--- src/rtl/boot_bus_pkg.sv ---
package boot_bus_pkg;

  typedef enum logic [2:0] {
    ST_HOLD    = 3'd0,
    ST_STRETCH = 3'd1,
    ST_WAITGNT = 3'd2,
    ST_ALT     = 3'd3,
    ST_OWN     = 3'd4
  } seqState_t;

  typedef struct packed {
    logic busEdge;
    logic shadowEn;
    logic loadCfg;
    logic clearCfg;
    logic driveBus;
  } dpStrobe_t;

endpackage

--- src/rtl/boot_bus_ctrl.sv ---
module boot_bus_ctrl
  import boot_bus_pkg::*;
#(
  parameter int STRETCH_CYC = 27
) (
  input  logic      clk,
  input  logic      busClkEn,
  input  logic      rstInN,
  input  logic      busGnt,
  input  logic      xferStartIn,
  input  logic      tenureEnd,
  input  logic      busyFell,
  output dpStrobe_t strobe,
  output logic      coreRst,
  output logic      startReq
);

  localparam int CNT_W = $clog2(STRETCH_CYC + 1);
  localparam logic [CNT_W-1:0] CNT_LAST = CNT_W'(STRETCH_CYC - 1);

  seqState_t stateQ, stateD;
  logic [CNT_W-1:0] cntQ;
  logic resetSample, releaseSample, startNow;

  always_comb begin
    resetSample   = busClkEn && !rstInN;
    releaseSample = busClkEn && rstInN;
    startNow      = 1'b0;
    stateD        = stateQ;
    case (stateQ)
      ST_HOLD: begin
        if (releaseSample) stateD = ST_STRETCH;
      end
      ST_STRETCH: begin
        if (cntQ == CNT_LAST) stateD = ST_WAITGNT;
      end
      ST_WAITGNT: begin
        if (releaseSample) begin
          if (xferStartIn) begin
            stateD = ST_ALT;
          end else if (busGnt) begin
            stateD   = ST_OWN;
            startNow = 1'b1;
          end
        end
      end
      ST_ALT: begin
        if (releaseSample && (tenureEnd || busyFell)) stateD = ST_WAITGNT;
      end
      ST_OWN:  stateD = ST_OWN;
      default: stateD = ST_HOLD;
    endcase
    if (resetSample) stateD = ST_HOLD;
  end

  always_ff @(posedge clk) begin
    stateQ <= stateD;
    if (stateQ != ST_STRETCH) cntQ <= '0;
    else                      cntQ <= cntQ + 1'b1;
  end

  always_comb begin
    strobe.busEdge  = busClkEn;
    strobe.shadowEn = resetSample;
    strobe.loadCfg  = (stateQ == ST_HOLD) && releaseSample;
    strobe.clearCfg = resetSample;
    strobe.driveBus = (stateQ == ST_OWN) || startNow;
    coreRst         = (stateQ == ST_HOLD) || (stateQ == ST_STRETCH);
    startReq        = startNow;
  end

  // the stretch counter never runs past its limit
  a_r2_stretch_bound: assert property (@(posedge clk) disable iff (!rstInN)
    (stateQ == ST_STRETCH) |-> (cntQ < CNT_W'(STRETCH_CYC)));

  // the last stretch cycle releases the core reset
  a_r2_stretch_exit: assert property (@(posedge clk) disable iff (!rstInN)
    (stateQ == ST_STRETCH && cntQ == CNT_LAST && !busClkEn) |=> !coreRst);

  // start only on a bus edge with grant and no foreign transfer
  a_r6_start_on_edge: assert property (@(posedge clk) disable iff (!rstInN)
    startReq |-> (busClkEn && busGnt && !xferStartIn));

  // the start request lasts one cycle
  a_r6_single_pulse: assert property (@(posedge clk) disable iff (!rstInN)
    startReq |=> !startReq);

  // a foreign tenure is left only at a bus edge
  a_r8_alt_hold: assert property (@(posedge clk) disable iff (!rstInN)
    (stateQ == ST_ALT && !busClkEn) |=> (stateQ == ST_ALT));

endmodule

--- src/rtl/boot_bus_dp.sv ---
module boot_bus_dp
  import boot_bus_pkg::*;
#(
  parameter int IPL_W = 3,
  parameter int DAT_W = 16,
  parameter int OE_W  = 4
) (
  input  logic                   clk,
  input  dpStrobe_t              strobe,
  input  logic [IPL_W-1:0]       iplIn,
  input  logic [DAT_W-1:0]       dataIn,
  input  logic                   busBusy,
  output logic [IPL_W+DAT_W-1:0] cfg,
  output logic                   cfgValid,
  output logic                   busyFell,
  output logic [OE_W-1:0]        busOe
);

  localparam int CFG_W = IPL_W + DAT_W;

  logic [CFG_W-1:0] shadowQ, cfgQ;
  logic             validQ, busyQ;

  always_ff @(posedge clk) begin
    if (strobe.shadowEn) shadowQ <= {iplIn, dataIn};
    if (strobe.busEdge)  busyQ   <= busBusy;
    if (strobe.clearCfg) begin
      validQ <= 1'b0;
    end else if (strobe.loadCfg) begin
      cfgQ   <= shadowQ;
      validQ <= 1'b1;
    end
  end

  assign busyFell = busyQ && !busBusy;
  assign cfg      = cfgQ;
  assign cfgValid = validQ;

  for (genvar g = 0; g < OE_W; g++) begin : g_oe
    assign busOe[g] = strobe.driveBus;
  end

  // captured configuration holds until the next reset sample
  a_r4_cfg_stable: assert property (@(posedge clk) disable iff (strobe.clearCfg)
    (validQ && $past(validQ)) |-> $stable(cfgQ));

endmodule

--- src/rtl/boot_bus_seq.sv ---
module boot_bus_seq
  import boot_bus_pkg::*;
#(
  parameter int STRETCH_CYC = 27,
  parameter int IPL_W       = 3,
  parameter int DAT_W       = 16,
  parameter int OE_W        = 4
) (
  input  logic                   clk,
  input  logic                   busClkEn,
  input  logic                   rstInN,
  input  logic                   busGnt,
  input  logic                   xferStartIn,
  input  logic                   tenureEnd,
  input  logic                   busBusy,
  input  logic [IPL_W-1:0]       iplIn,
  input  logic [DAT_W-1:0]       dataIn,
  output logic                   coreRst,
  output logic [IPL_W+DAT_W-1:0] cfg,
  output logic                   cfgValid,
  output logic [OE_W-1:0]        busOe,
  output logic                   startReq
);

  dpStrobe_t strobe;
  logic      busyFell;

  boot_bus_ctrl #(.STRETCH_CYC(STRETCH_CYC)) i_ctrl (
    .clk        (clk),
    .busClkEn   (busClkEn),
    .rstInN     (rstInN),
    .busGnt     (busGnt),
    .xferStartIn(xferStartIn),
    .tenureEnd  (tenureEnd),
    .busyFell   (busyFell),
    .strobe     (strobe),
    .coreRst    (coreRst),
    .startReq   (startReq)
  );

  boot_bus_dp #(.IPL_W(IPL_W), .DAT_W(DAT_W), .OE_W(OE_W)) i_dp (
    .clk     (clk),
    .strobe  (strobe),
    .iplIn   (iplIn),
    .dataIn  (dataIn),
    .busBusy (busBusy),
    .cfg     (cfg),
    .cfgValid(cfgValid),
    .busyFell(busyFell),
    .busOe   (busOe)
  );

  // no bus drive while the core is held in reset
  a_r5_oe_off_in_reset: assert property (@(posedge clk) disable iff (!rstInN)
    coreRst |-> (busOe == '0));

  // bus enables come on only together with the start request
  a_r7_oe_with_start: assert property (@(posedge clk) disable iff (!rstInN)
    $rose(busOe[0]) |-> startReq);

endmodule

--- config.mk ---
export PLATFORM = sky130hd
export DESIGN_NAME = boot_bus_seq
export DESIGN_NICKNAME = d
export VERILOG_FILES = /design/src/rtl/boot_bus_pkg.sv /design/src/rtl/boot_bus_ctrl.sv /design/src/rtl/boot_bus_dp.sv /design/src/rtl/boot_bus_seq.sv
export SDC_FILE = /design/constraint.sdc
export NUM_CORES = 1
export LEC_CHECK = 0
export CORE_MARGIN = 1
export CORE_UTILIZATION = 49
export CTS_CLUSTER_DIAMETER = 50
export CTS_CLUSTER_SIZE = 28
export DETAILED_ROUTE_END_ITERATION = 8
export GPL_TIMING_DRIVEN = 0
export PLACE_DENSITY = 0.84
export SLEW_MARGIN = 40
export SYNTH_ARGS = -nofsm -noshare
export SYNTH_HDL_FRONTEND = slang
export SYNTH_HIERARCHICAL = 1
export SYNTH_SLANG_ARGS = --single-unit
--- constraint.sdc ---
create_clock -name clk -period 5.7 [get_ports clk]
set_input_delay 0.855 -clock clk [delete_from_list [all_inputs] [get_ports clk]]
set_output_delay 0.855 -clock clk [all_outputs]
set_load 0.01 [all_outputs]
==> summary.md <==
| Metric | Value |
|---|---|
| Full die area | 3649 µm² |
| Multi-input gate area | 255.2 µm² |
| Max incr delay on CP | 530 ps |
| I/O Pins | 52 |
| Hold Path Class | reg -> reg |
| Slew HR | 0.6635 |
| Grt ovf | 0 |
| Critical path cell sequence | clkdlybuf4s50_1, nor4bb_1, nand3_1, a21oi_2, buf_4, clkdlybuf4s50_1 |
| P per Cell Area | 304.6 nW/µm² |
| Share of layout cells above drive strength 1 | 0.1083 |
| Sequential cell area fraction in the yosys report | 0.8084 |
| Global-route wire length before repair | 4098 µm |
| Synth warnings | 6 |
| Crit share post-route | 0.6189 |
| Pre-Repair DR Iteration Count | 4 |
| DR vias/cell | 4.811 |
| CTS-repair resized insts | 0 |
| Worst-skew pair later-pin latency | 350 ps |
| Drc violations | 0 |
| Peak VDD IR | 177.3 µV |
| F_max | 283.5 MHz |
| Cells after synthesis | 99 |
| Worst setup EP type | output pin |
| P&R area growth vs syn | 40.12% |
| Setup repair after global routing missed its margin | no |
| Wire length per cell | 13.13 µm |
| Mapped Nets | 127 |
| FILL cells | 207 |
| Largest net degree at the start of global routing | 20 |
| Root buf cell | clkbuf_4 |
| Min-delay src | i_dp/shadowQ[8] |
| Chip width | 60.41 µm |
| Status | completed |
| Clk buf depth | 2 |
| Critical Path RT | 4850 ps |
| Setup slack at placement | 2152 ps |
| Detailed placement HPWL | 1974 µm |
| Final setup viols | 0 |
| Top cell by count, worst path | clkdlybuf4s50_1 |
| Die Y | 60.41 µm |
| Final Max Slew Viols | 0 |
| Worst-path maximum fanout | 5 |
| H-tree depth | 2 |
| Placed cells | 194 |
| Initial antenna violation count | 0 |
| Pwr Total | 0.0007136 W |
| Netlist cell types | 27 |
| Setup CP Type | in -> out |
| Yosys reg bits | 48 |
| R2r startpoint | i_ctrl/stateQ[0] |
| Total track usage | 0.1615 |
| FF+latch area | 1351 µm² |
| CP startpoint kind | input pin |
| Post-synthesis cell area | 1672 µm² |
| TritonCTS clock tree | done |
| Fin crit period | 3528 ps |
| Clock sink total | 48 |
| CP Data Arrival Time | 2670 ps |
| Nets | 185 |
| Slew @ Worst Pin | 503.7 ps |
| Setup TNS | 0 ps |
| Setup Skew | 4.625 ps |
| Max cap viols | 0 |
| Number of global-route vias before repair | 943 |
| Gpl congestion | 0.6886 |
| Routed WL | 2640 µm |
| IO Port Bufs | 51 |
| Number of routed nets with antenna violations | 0 |
| Leak | 0.8329 nW |
| Synth Area per Inst | 16.88 µm² |
| Final worst slack | 2172 ps |
| DR vias | 967 |
| Postcts setup bufs | 0 |
| # hold bufs at CTS | 0 |
| Slowest cell on crit path | clkdlybuf4s50_1 |
| Drt initial violations | 16 |
| Starting density of the core | 0.5302 |
| Finished Layout Cells | 201 |
| Diode count | 0 |
| Final hold slack | 432.1 ps |
| Clock buffer count from CTS | 5 |
| Fin. Hold Viols | 0 |
| Row cnt | 20 |
| Core Footprint | 3153 µm² |
| Clock slew at reported path FFs | 120 ps |
| Worst setup path startpoint | busGnt |
## worst max-delay path, delay by kind of cell
family | cells | cell delay, ps
compound gates | 1 | 240
buf+inv | 3 | 1140
simple gates | 2 | 440
## layer usage
layer  up-vias  GRT usage  wire length [µm]
met2        36     0.2826              1376
met4         0    0.06312                34
li1        467          -                 -
met5         -          0                 0
met1       461     0.1841              1055
met3         3    0.05117               174
## cells in the mapped netlist (all sizes together)
| cell type | instances | area share |
|---|---|---|
| nand4b | 1 | 0.0052 |
| nor4 | 1 | 0.0037 |
| xnor2 | 1 | 0.0052 |
| nor2b | 3 | 0.011 |
| ha | 2 | 0.015 |
| nor4bb | 1 | 0.0060 |
| o21ba | 1 | 0.0060 |
| a21oi | 2 | 0.0082 |
| nand3 | 3 | 0.0090 |
| buf | 8 | 0.034 |
| inv | 4 | 0.0090 |
| nor2 | 10 | 0.022 |
| o21ai | 3 | 0.0090 |
| edfxtp | 39 | 0.70 |
| o31ai | 1 | 0.0045 |
| o22a | 1 | 0.0052 |
| and2b | 1 | 0.0045 |
| xor2 | 2 | 0.010 |
| nor3b | 1 | 0.0045 |
| dfxtp | 9 | 0.11 |
| a211oi | 1 | 0.0045 |
| nand2b | 1 | 0.0037 |
| nand2 | 2 | 0.0045 |
| a311oi | 1 | 0.0052 |
## cell families (layout without fill, tap and decap cells)
| logic type | after synthesis | count (layout) | share of synthesized area |
|---|---|---|---|
| xor+xnor | 3 | 3 | 0.01572 |
| flops | 48 | 48 | 0.8084 |
| buf+inv | 12 | 70 | 0.04341 |
| compound gates | 10 | 10 | 0.04267 |
| simple gates | 24 | 24 | 0.07486 |
| fa+ha+maj | 2 | 2 | 0.01497 |
## cell type report
| cell class | instances | share of cell area |
|---|---|---|
| Timing Repair Buffer | 51 | 0.2179 |
| Multi-Input combinational cell | 39 | 0.1090 |
| Inverter | 4 | 0.006410 |
| Buffer | 8 | 0.02457 |
| Tap cell | 44 | 0.02350 |
| Clock inverter | 2 | 0.02564 |
| Clock buffer | 5 | 0.01603 |
| Sequential cell | 48 | 0.5769 |
## path summary, 6_finish.rpt
path,to,slack (ps),cells after the start
setup / recovery,busOe[3],2170,6
hold / removal,i_dp/cfg[8],430,0
setup reg to reg,i_dp/cfg[9],3910,3
hold reg to reg,i_dp/cfg[8],430,0
## power breakdown
group	switching, W	internal, W	total [W]
Clock	0.0000964	0.000134	0.000231
Sequential	0.00000907	0.000405	0.000414
Combinational	0.0000298	0.0000388	0.0000686
Total	0.000135	0.000578	0.000714
## stage by stage
| step | area (µm²) | util |
|---|---|---|
| 3_5_place_dp | 2240 | 0.7103 |
| 6_report | 2342 | 0.7429 |
| 3_3_place_gp | 2237 | 0.7095 |
| 5_1_grt | 2342 | 0.7429 |
| 2_1_floorplan | 1672 | - |
| 4_1_cts | 2337 | 0.7413 |
## placed cells by master (no fill, tap or decap), drive strengths merged
master,count
clkdlybuf4s50,51
edfxtp,39
nor2,10
dfxtp,9
buf,8
clkbuf,5
inv,4
nand3,3
o21ai,3
nor2b,3
bufinv,2
nand2,2
xor2,2
ha,2
a21oi,2
nor4bb,1
nand2b,1
nor4,1
and2b,1
nor3b,1
nand4b,1
o22a,1
a311oi,1
o31ai,1
a211oi,1
xnor2,1
o21ba,1
## registers in the layout (all words and copies together) (netlist names)
register / flops
i_ctrl/stateQ: 3
i_dp/cfg: 19
i_dp/busyQ: 1
i_dp/shadowQ: 19
i_dp/cfgValid: 1
i_ctrl/cntQ: 5
Note: power is estimated with default switching activity, not from simulation.
